$ cat src/rtl/rf_alu_pkg.sv
package rf_alu_pkg;

  localparam int DATA_W = 8;
  localparam int NREG   = 32;
  localparam int FLAG_W = 5;

  localparam int FLG_C = 0;
  localparam int FLG_Z = 1;
  localparam int FLG_N = 2;
  localparam int FLG_V = 3;
  localparam int FLG_H = 4;

  typedef enum logic [2:0] {
    OP_ADD = 3'd0,
    OP_SUB = 3'd1,
    OP_INC = 3'd2,
    OP_AND = 3'd3,
    OP_OR  = 3'd4,
    OP_NOT = 3'd5,
    OP_MUL = 3'd6,
    OP_RSV = 3'd7
  } aluOp_t;

  // strobes from control to datapath
  typedef struct packed {
    logic aluWr;     // single-cycle result and flag write
    logic mulLatch;  // capture multiply operands
    logic mulWr;     // write product pair and C/Z
  } ctrlStrb_t;

endpackage

$ cat src/rtl/rf_alu_ctrl.sv
module rf_alu_ctrl
  import rf_alu_pkg::*;
(
  input  logic       clk,
  input  logic       rst,
  input  logic       start,
  input  logic [2:0] opCode,
  output ctrlStrb_t  strb,
  output logic       busy
);

  aluOp_t op;
  logic   mulPend;
  logic   accept;

  assign op     = aluOp_t'(opCode);
  assign accept = start && !mulPend;

  always_ff @(posedge clk) begin
    if (rst) begin
      mulPend <= 1'b0;
    end else if (mulPend) begin
      mulPend <= 1'b0;
    end else if (start && op == OP_MUL) begin
      mulPend <= 1'b1;
    end
  end

  always_comb begin
    strb          = '0;
    strb.aluWr    = accept && (op != OP_MUL) && (op != OP_RSV);
    strb.mulLatch = accept && (op == OP_MUL);
    strb.mulWr    = mulPend;
  end

  assign busy = mulPend;

  // busy lasts one cycle only
  a_r8_busy_single: assert property (@(posedge clk) disable iff (rst)
    busy |=> !busy);

  // an accepted multiply raises busy for the next cycle
  a_r8_mul_raises_busy: assert property (@(posedge clk) disable iff (rst)
    (start && !busy && opCode == 3'd6) |=> busy);

  // nothing is issued while busy
  a_r9_no_issue_busy: assert property (@(posedge clk) disable iff (rst)
    busy |-> !(strb.aluWr || strb.mulLatch));

endmodule

$ cat src/rtl/rf_alu_regfile.sv
module rf_alu_regfile #(
  parameter int DATA_W = 8,
  parameter int NREG   = 32,
  localparam int IDX_W = $clog2(NREG)
) (
  input  logic              clk,
  input  logic              rst,
  input  logic [IDX_W-1:0]  rdIdxA,
  input  logic [IDX_W-1:0]  rdIdxB,
  input  logic [IDX_W-1:0]  dbgIdx,
  output logic [DATA_W-1:0] rdA,
  output logic [DATA_W-1:0] rdB,
  output logic [DATA_W-1:0] dbgQ,
  input  logic              wrEn,
  input  logic [IDX_W-1:0]  wrIdx,
  input  logic [DATA_W-1:0] wrData,
  input  logic              pairEn,
  input  logic [DATA_W-1:0] pairLo,
  input  logic [DATA_W-1:0] pairHi
);

  logic [DATA_W-1:0] mem   [NREG];
  logic [DATA_W-1:0] wordD [NREG];
  logic [NREG-1:0]   wordEn;

  // per-register write select; pair writes go to registers 0 and 1
  for (genvar g = 0; g < NREG; g++) begin : g_word
    if (g == 0) begin : g_lo
      assign wordEn[g] = pairEn || (wrEn && wrIdx == IDX_W'(g));
      assign wordD[g]  = pairEn ? pairLo : wrData;
    end else if (g == 1) begin : g_hi
      assign wordEn[g] = pairEn || (wrEn && wrIdx == IDX_W'(g));
      assign wordD[g]  = pairEn ? pairHi : wrData;
    end else begin : g_gen
      assign wordEn[g] = wrEn && wrIdx == IDX_W'(g);
      assign wordD[g]  = wrData;
    end
  end

  always_ff @(posedge clk) begin
    for (int i = 0; i < NREG; i++) begin
      if (rst) begin
        mem[i] <= '0;
      end else if (wordEn[i]) begin
        mem[i] <= wordD[i];
      end
    end
  end

  // reads see the value held before this cycle's write
  assign rdA  = mem[rdIdxA];
  assign rdB  = mem[rdIdxB];
  assign dbgQ = mem[dbgIdx];

  // addressed register holds the written value after the edge
  a_r2_writeback: assert property (@(posedge clk) disable iff (rst)
    wrEn |=> mem[$past(wrIdx)] == $past(wrData));

  // product pair lands in registers 1:0
  a_r7_pair_write: assert property (@(posedge clk) disable iff (rst)
    pairEn |=> (mem[0] == $past(pairLo)) && (mem[1] == $past(pairHi)));

  // reset clears the boundary registers
  a_r1_reset_regs: assert property (@(posedge clk)
    rst |=> (mem[0] == '0) && (mem[NREG-1] == '0));

endmodule

$ cat src/rtl/rf_alu_dpath.sv
module rf_alu_dpath
  import rf_alu_pkg::*;
#(
  parameter int DATA_W = 8,
  parameter int NREG   = 32,
  localparam int IDX_W = $clog2(NREG),
  localparam int HALF  = DATA_W / 2,
  localparam int MSB   = DATA_W - 1
) (
  input  logic              clk,
  input  logic              rst,
  input  ctrlStrb_t         strb,
  input  logic [2:0]        opCode,
  input  logic [IDX_W-1:0]  srcA,
  input  logic [IDX_W-1:0]  srcB,
  input  logic [IDX_W-1:0]  dstIdx,
  input  logic [IDX_W-1:0]  dbgIdx,
  output logic [DATA_W-1:0] dbgData,
  output logic [FLAG_W-1:0] flags
);

  aluOp_t              op;
  logic [DATA_W-1:0]   opA, opB;
  logic [DATA_W-1:0]   aluRes;
  logic [DATA_W:0]     wide;
  logic [HALF:0]       nib;
  logic [FLAG_W-1:0]   flagQ, aluFlags;
  logic [DATA_W-1:0]   mulA, mulB;
  logic [2*DATA_W-1:0] product;

  assign op = aluOp_t'(opCode);

  rf_alu_regfile #(.DATA_W(DATA_W), .NREG(NREG)) u_rf (
    .clk    (clk),
    .rst    (rst),
    .rdIdxA (srcA),
    .rdIdxB (srcB),
    .dbgIdx (dbgIdx),
    .rdA    (opA),
    .rdB    (opB),
    .dbgQ   (dbgData),
    .wrEn   (strb.aluWr),
    .wrIdx  (dstIdx),
    .wrData (aluRes),
    .pairEn (strb.mulWr),
    .pairLo (product[DATA_W-1:0]),
    .pairHi (product[2*DATA_W-1:DATA_W])
  );

  // single-cycle ALU
  always_comb begin
    wide     = '0;
    nib      = '0;
    aluRes   = '0;
    aluFlags = flagQ;
    unique case (op)
      OP_ADD: begin
        wide   = {1'b0, opA} + {1'b0, opB};
        nib    = {1'b0, opA[HALF-1:0]} + {1'b0, opB[HALF-1:0]};
        aluRes = wide[DATA_W-1:0];
        aluFlags[FLG_C] = wide[DATA_W];
        aluFlags[FLG_H] = nib[HALF];
        aluFlags[FLG_V] = (opA[MSB] == opB[MSB]) && (aluRes[MSB] != opA[MSB]);
      end
      OP_SUB: begin
        wide   = {1'b0, opA} - {1'b0, opB};
        nib    = {1'b0, opA[HALF-1:0]} - {1'b0, opB[HALF-1:0]};
        aluRes = wide[DATA_W-1:0];
        aluFlags[FLG_C] = wide[DATA_W];
        aluFlags[FLG_H] = nib[HALF];
        aluFlags[FLG_V] = (opA[MSB] != opB[MSB]) && (aluRes[MSB] != opA[MSB]);
      end
      OP_INC: begin
        nib    = {1'b0, opA[HALF-1:0]} + {{HALF{1'b0}}, 1'b1};
        aluRes = opA + {{(DATA_W-1){1'b0}}, 1'b1};
        aluFlags[FLG_H] = nib[HALF];
        aluFlags[FLG_V] = aluRes[MSB] && !opA[MSB];
      end
      OP_AND: begin
        aluRes = opA & opB;
        aluFlags[FLG_V] = 1'b0;
      end
      OP_OR: begin
        aluRes = opA | opB;
        aluFlags[FLG_V] = 1'b0;
      end
      OP_NOT: begin
        aluRes = ~opA;
        aluFlags[FLG_V] = 1'b0;
      end
      default: begin
        aluRes = '0;
      end
    endcase
    aluFlags[FLG_Z] = (aluRes == '0);
    aluFlags[FLG_N] = aluRes[MSB];
  end

  // two-cycle multiply: operands captured, product written next edge
  always_ff @(posedge clk) begin
    if (rst) begin
      mulA <= '0;
      mulB <= '0;
    end else if (strb.mulLatch) begin
      mulA <= opA;
      mulB <= opB;
    end
  end

  assign product = mulA * mulB;

  always_ff @(posedge clk) begin
    if (rst) begin
      flagQ <= '0;
    end else if (strb.mulWr) begin
      flagQ[FLG_C] <= product[2*DATA_W-1];
      flagQ[FLG_Z] <= (product == '0);
    end else if (strb.aluWr) begin
      flagQ <= aluFlags;
    end
  end

  assign flags = flagQ;

  // logical operations clear V, keep C and H
  a_r6_logic_flags: assert property (@(posedge clk) disable iff (rst)
    (strb.aluWr && (opCode == 3'd3 || opCode == 3'd4 || opCode == 3'd5))
    |=> !flagQ[FLG_V] && flagQ[FLG_C] == $past(flagQ[FLG_C])
        && flagQ[FLG_H] == $past(flagQ[FLG_H]));

  // increment keeps carry
  a_r5_inc_keeps_c: assert property (@(posedge clk) disable iff (rst)
    (strb.aluWr && opCode == 3'd2) |=> flagQ[FLG_C] == $past(flagQ[FLG_C]));

  // multiply leaves N, V and H alone
  a_r7_mul_keeps_nvh: assert property (@(posedge clk) disable iff (rst)
    strb.mulWr |=> $stable(flagQ[FLG_H:FLG_N]));

  // flags frozen across the busy cycle
  a_r9_flags_frozen: assert property (@(posedge clk) disable iff (rst)
    strb.mulLatch |=> $stable(flagQ));

  // reset clears flags
  a_r1_reset_flags: assert property (@(posedge clk)
    rst |=> flagQ == '0);

endmodule

$ cat src/rtl/rf_alu_core.sv
module rf_alu_core
  import rf_alu_pkg::*;
#(
  parameter int DATA_W = rf_alu_pkg::DATA_W,
  parameter int NREG   = rf_alu_pkg::NREG,
  localparam int IDX_W = $clog2(NREG)
) (
  input  logic              clk,
  input  logic              rst,
  input  logic [2:0]        opCode,
  input  logic [IDX_W-1:0]  srcA,
  input  logic [IDX_W-1:0]  srcB,
  input  logic [IDX_W-1:0]  dstIdx,
  input  logic              start,
  output logic              busy,
  output logic [FLAG_W-1:0] flags,
  input  logic [IDX_W-1:0]  dbgIdx,
  output logic [DATA_W-1:0] dbgData
);

  ctrlStrb_t strb;

  rf_alu_ctrl u_ctrl (
    .clk    (clk),
    .rst    (rst),
    .start  (start),
    .opCode (opCode),
    .strb   (strb),
    .busy   (busy)
  );

  rf_alu_dpath #(.DATA_W(DATA_W), .NREG(NREG)) u_dpath (
    .clk     (clk),
    .rst     (rst),
    .strb    (strb),
    .opCode  (opCode),
    .srcA    (srcA),
    .srcB    (srcB),
    .dstIdx  (dstIdx),
    .dbgIdx  (dbgIdx),
    .dbgData (dbgData),
    .flags   (flags)
  );

endmodule

$ cat config.mk
export PLATFORM = sky130hd
export DESIGN_NAME = rf_alu_core
export DESIGN_NICKNAME = d
export VERILOG_FILES = /design/src/rtl/rf_alu_pkg.sv /design/src/rtl/rf_alu_ctrl.sv /design/src/rtl/rf_alu_regfile.sv /design/src/rtl/rf_alu_dpath.sv /design/src/rtl/rf_alu_core.sv
export SDC_FILE = /design/constraint.sdc
export NUM_CORES = 1
export LEC_CHECK = 0
export ABC_AREA = 0
export CORE_UTILIZATION = 42
export DETAILED_ROUTE_END_ITERATION = 10
export DONT_BUFFER_PORTS = 1
export PLACE_DENSITY = 0.68
export SYNTH_ARGS = -nofsm -noshare
export SYNTH_HDL_FRONTEND = slang
export SYNTH_SLANG_ARGS = --single-unit
$ cat constraint.sdc
create_clock -name clk -period 16.19 [get_ports clk]
set_input_delay 3.238 -clock clk [delete_from_list [all_inputs] [get_ports clk]]
set_output_delay 3.238 -clock clk [all_outputs]
set_load 0.01 [all_outputs]
==> results.json <==
{
  "worst_slew_pin_slew_ns": 1.24,
  "synth-xor-area-share_pct": 0.872,
  "grt_use_total_pct": 26.2,
  "vdd_drop_max_mv": 0.0864,
  "synth_top_area_cell": "edfxtp_1",
  "synth_fa_ha_area_share_pct": 7.90,
  "cts-resized-gates": 0,
  "place.gp.congestion": 0.997,
  "max_stage_delay_ns": 0.54,
  "ys_warn_count": 0,
  "root_buffer": "clkbuf_16",
  "cts.sinks": 278,
  "via_count": 14397,
  "setup_tns_ns": 0,
  "hold_viol": 0,
  "power_leakage_nw": 8.00,
  "port_buffers": 0,
  "synth_cells": 1616,
  "initial_core_util_pct": 42.9,
  "arrival_ns": 4.76,
  "yosysSeqAreaShare_pct": 40.5,
  "ant_nets": 0,
  "synthMuxAreaShare_pct": 26.7,
  "syn2layout_area_growth_pct": 6.00,
  "ys_async_sr_fraction_pct": 0,
  "route.detailed.drc": 3,
  "slowest_stage": "mux4_2",
  "setup_viol": 0,
  "finalClockSkew_ns": 0.0582,
  "status": "complete, but fails checks",
  "max_slew_margin_pct": 16.8,
  "clk_pin_slew_worst_paths_ns": 0.06,
  "synth-main-ff-cell": "edfxtp_1",
  "utilization_pct": 45.5,
  "synth_top_area_share_pct": 38.3,
  "drv_cap": 0,
  "numCtsBuffers": 30,
  "synthSimpleGateAreaFrac_pct": 12.5,
  "endpoint_kind": "output port",
  "synth_compound_area_share_pct": 7.12,
  "cp_max_fo": 64,
  "cp.required_ns": 12.95,
  "synth_top_family_by_area": "multiplexers",
  "synth-seq-cells": 278,
  "antenna_cells": 0,
  "h-tree-depth": 1,
  "chipHeight_um": 221,
  "fp.dieW_um": 221,
  "layout-drive-gt1-share_pct": 19.4,
  "cts_tree": "built",
  "period_needed_ns": 8.00,
  "powerDensity_nw_per_um2": 88.2,
  "synth.distinct_cells": 77,
  "avgRoutedWirePerCell_um": 28.6,
  "holdBufCountCts": 0,
  "dp_slack_ns": 8.25,
  "post_cts_buffers": 0,
  "start_kind": "input port",
  "syn_area_per_cell_um2": 12.4,
  "worst-setup-path-type": "input port to output port",
  "grt_max_degree": 65,
  "drt_iter0_drc": 2011,
  "maxSlewViolCount": 0,
  "grt_first_pass_wirelength_um": 93000,
  "core_area_um2": 46900,
  "first_pass_iters": 9,
  "antenna_found_initial": 0,
  "synthTopCellsByArea": "edfxtp_1 (38%), mux4_2 (22%), nor2_1 (5.5%), ha_1 (4.1%), fa_1 (3.8%)",
  "dpl.hpwl_um": 45300,
  "synthesis.nets": 1746,
  "netlist_area_um2": 20100,
  "nNetsFinal": 1674,
  "num_rows": 79,
  "dieArea_um2": 48700,
  "fmax_mhz": 125,
  "synth_edf_count": 256,
  "routed_wl_um": 62200,
  "grt-ovfl-total": 0,
  "rsz0062_at_grt": "false",
  "failed_checks": "design-rule violations",
  "min_path_type": "register to register",
  "cts_buffer_depth": 3,
  "nFillCells": 4227,
  "fin_crit_sh_pct": 49.4,
  "clk_latency_ns": 0.63,
  "path_cells": "mux4_2 -> mux4_2 -> mux2_2",
  "crit_path_frequent_cell": "mux4_2",
  "io_pins": 40,
  "viasPerCell": 6.63,
  "worst_slack_ns": 8.19,
  "first_global_vias": 13895
}
-- path summary, 6_finish.rpt --
kind                      startpoint                     end  slack (ns)  cells after the start
max                        dbgIdx[0]              dbgData[0]        8.19                      3
min                 u_dpath.flags[3]        u_dpath.flags[3]        0.57                      2
max reg2reg  u_dpath.u_rf.mem[26][0]  u_dpath.u_rf.mem[0][6]       10.85                     16
min reg2reg         u_dpath.flags[3]        u_dpath.flags[3]        0.57                      2
-- cell type report --
| type | count | area [µm²] | share of cell area (%) |
|---|---|---|---|
| repair buffers | 11 | 80.1 | 0.376 |
| clock inverters | 17 | 164 | 0.770 |
| inverters | 71 | 267 | 1.25 |
| flip-flops and latches | 278 | 8130 | 38.2 |
| clock buffers | 37 | 777 | 3.65 |
| multi-input cells | 1152 | 11100 | 52.2 |
| well taps | 607 | 759 | 3.57 |
-- state kept, by name (all words and copies together), names as in the netlist --
signal,cells
u_ctrl.busy,1
u_dpath.u_rf.mem,256
u_dpath.mulA,8
u_dpath.flags,5
u_dpath.mulB,8
-- critical path: cells and delay by family --
family        cells  cell delay, ns
multiplexers      3            1.44
-- logic make-up after synthesis --
family                   after synthesis
XOR/XNOR                              20
AO/OA/AOI/OAI                        196
multiplexers                         283
adder cells (fa/ha/maj)              104
buffers and inverters                186
flip-flops                           278
AND/OR/NAND/NOR                      549
-- layout by cell type (no fill, tap or decap), types with 17 or more instances in the layout --
| cell | Yosys | routed |
|---|---|---|
| a211oi_1 | 21 | 20 |
| a21o_1 | 34 | 34 |
| a21oi_1 | 38 | 38 |
| and2_1 | 62 | 62 |
| clkbuf_16 | 0 | 30 |
| dfxtp_1 | 22 | 22 |
| edfxtp_1 | 256 | 256 |
| fa_1 | 38 | 38 |
| ha_1 | 66 | 66 |
| inv_1 | 69 | 69 |
| mux2i_1 | 69 | 69 |
| mux4_2 | 195 | 195 |
| nand2_1 | 81 | 81 |
| nand3_1 | 23 | 23 |
| nor2_1 | 292 | 292 |
| nor2_2 | 21 | 21 |
| o21ai_0 | 17 | 17 |
-- per-stage QoR --
| stage | hold WS, ns | power, mW | instance area (µm²) | std cells |
|---|---|---|---|---|
| 2_1_floorplan | 0.518 | 1.13 | 20100 | 1616 |
| 3_3_place_gp | 0.573 | 1.20 | 20400 | 2118 |
| 3_5_place_dp | 0.581 | 1.21 | 20400 | 2118 |
| 4_1_cts | 0.589 | 1.87 | 21300 | 2172 |
| 5_1_grt | 0.611 | 1.93 | 21300 | 2173 |
| 6_report | 0.575 | 1.88 | 21300 | 2173 |
-- synth_stat cells, types with 11 or more instances --
cell type / count
edfxtp_1: 256
mux2_2: 11
nand2_1: 81
and2_1: 62
a211oi_1: 21
o21ai_0: 17
nand3_1: 23
mux2i_1: 69
buf_1: 19
nor2_1: 292
xnor2_1: 14
dfxtp_1: 22
nor3_1: 15
fa_1: 38
buf_6: 13
mux4_2: 195
nor2_2: 21
a21o_1: 34
ha_1: 66
clkbuf_1: 54
a22oi_1: 14
inv_1: 69
a21oi_1: 38
buf_2: 20
-- routing by layer --
metal	track usage [%]	wire, µm
met5	0	0
met4	12.1	3370
met3	7.92	8570
met1	35.3	23000
met2	38.8	27400
-- power breakdown --
group / switching (mW) / total, mW / internal [mW]
Clock: 0.298 / 0.671 / 0.373
Sequential: 0.0341 / 0.845 / 0.811
Combinational: 0.212 / 0.361 / 0.149
Total: 0.545 / 1.88 / 1.33
(Power assumes the default switching activity.)
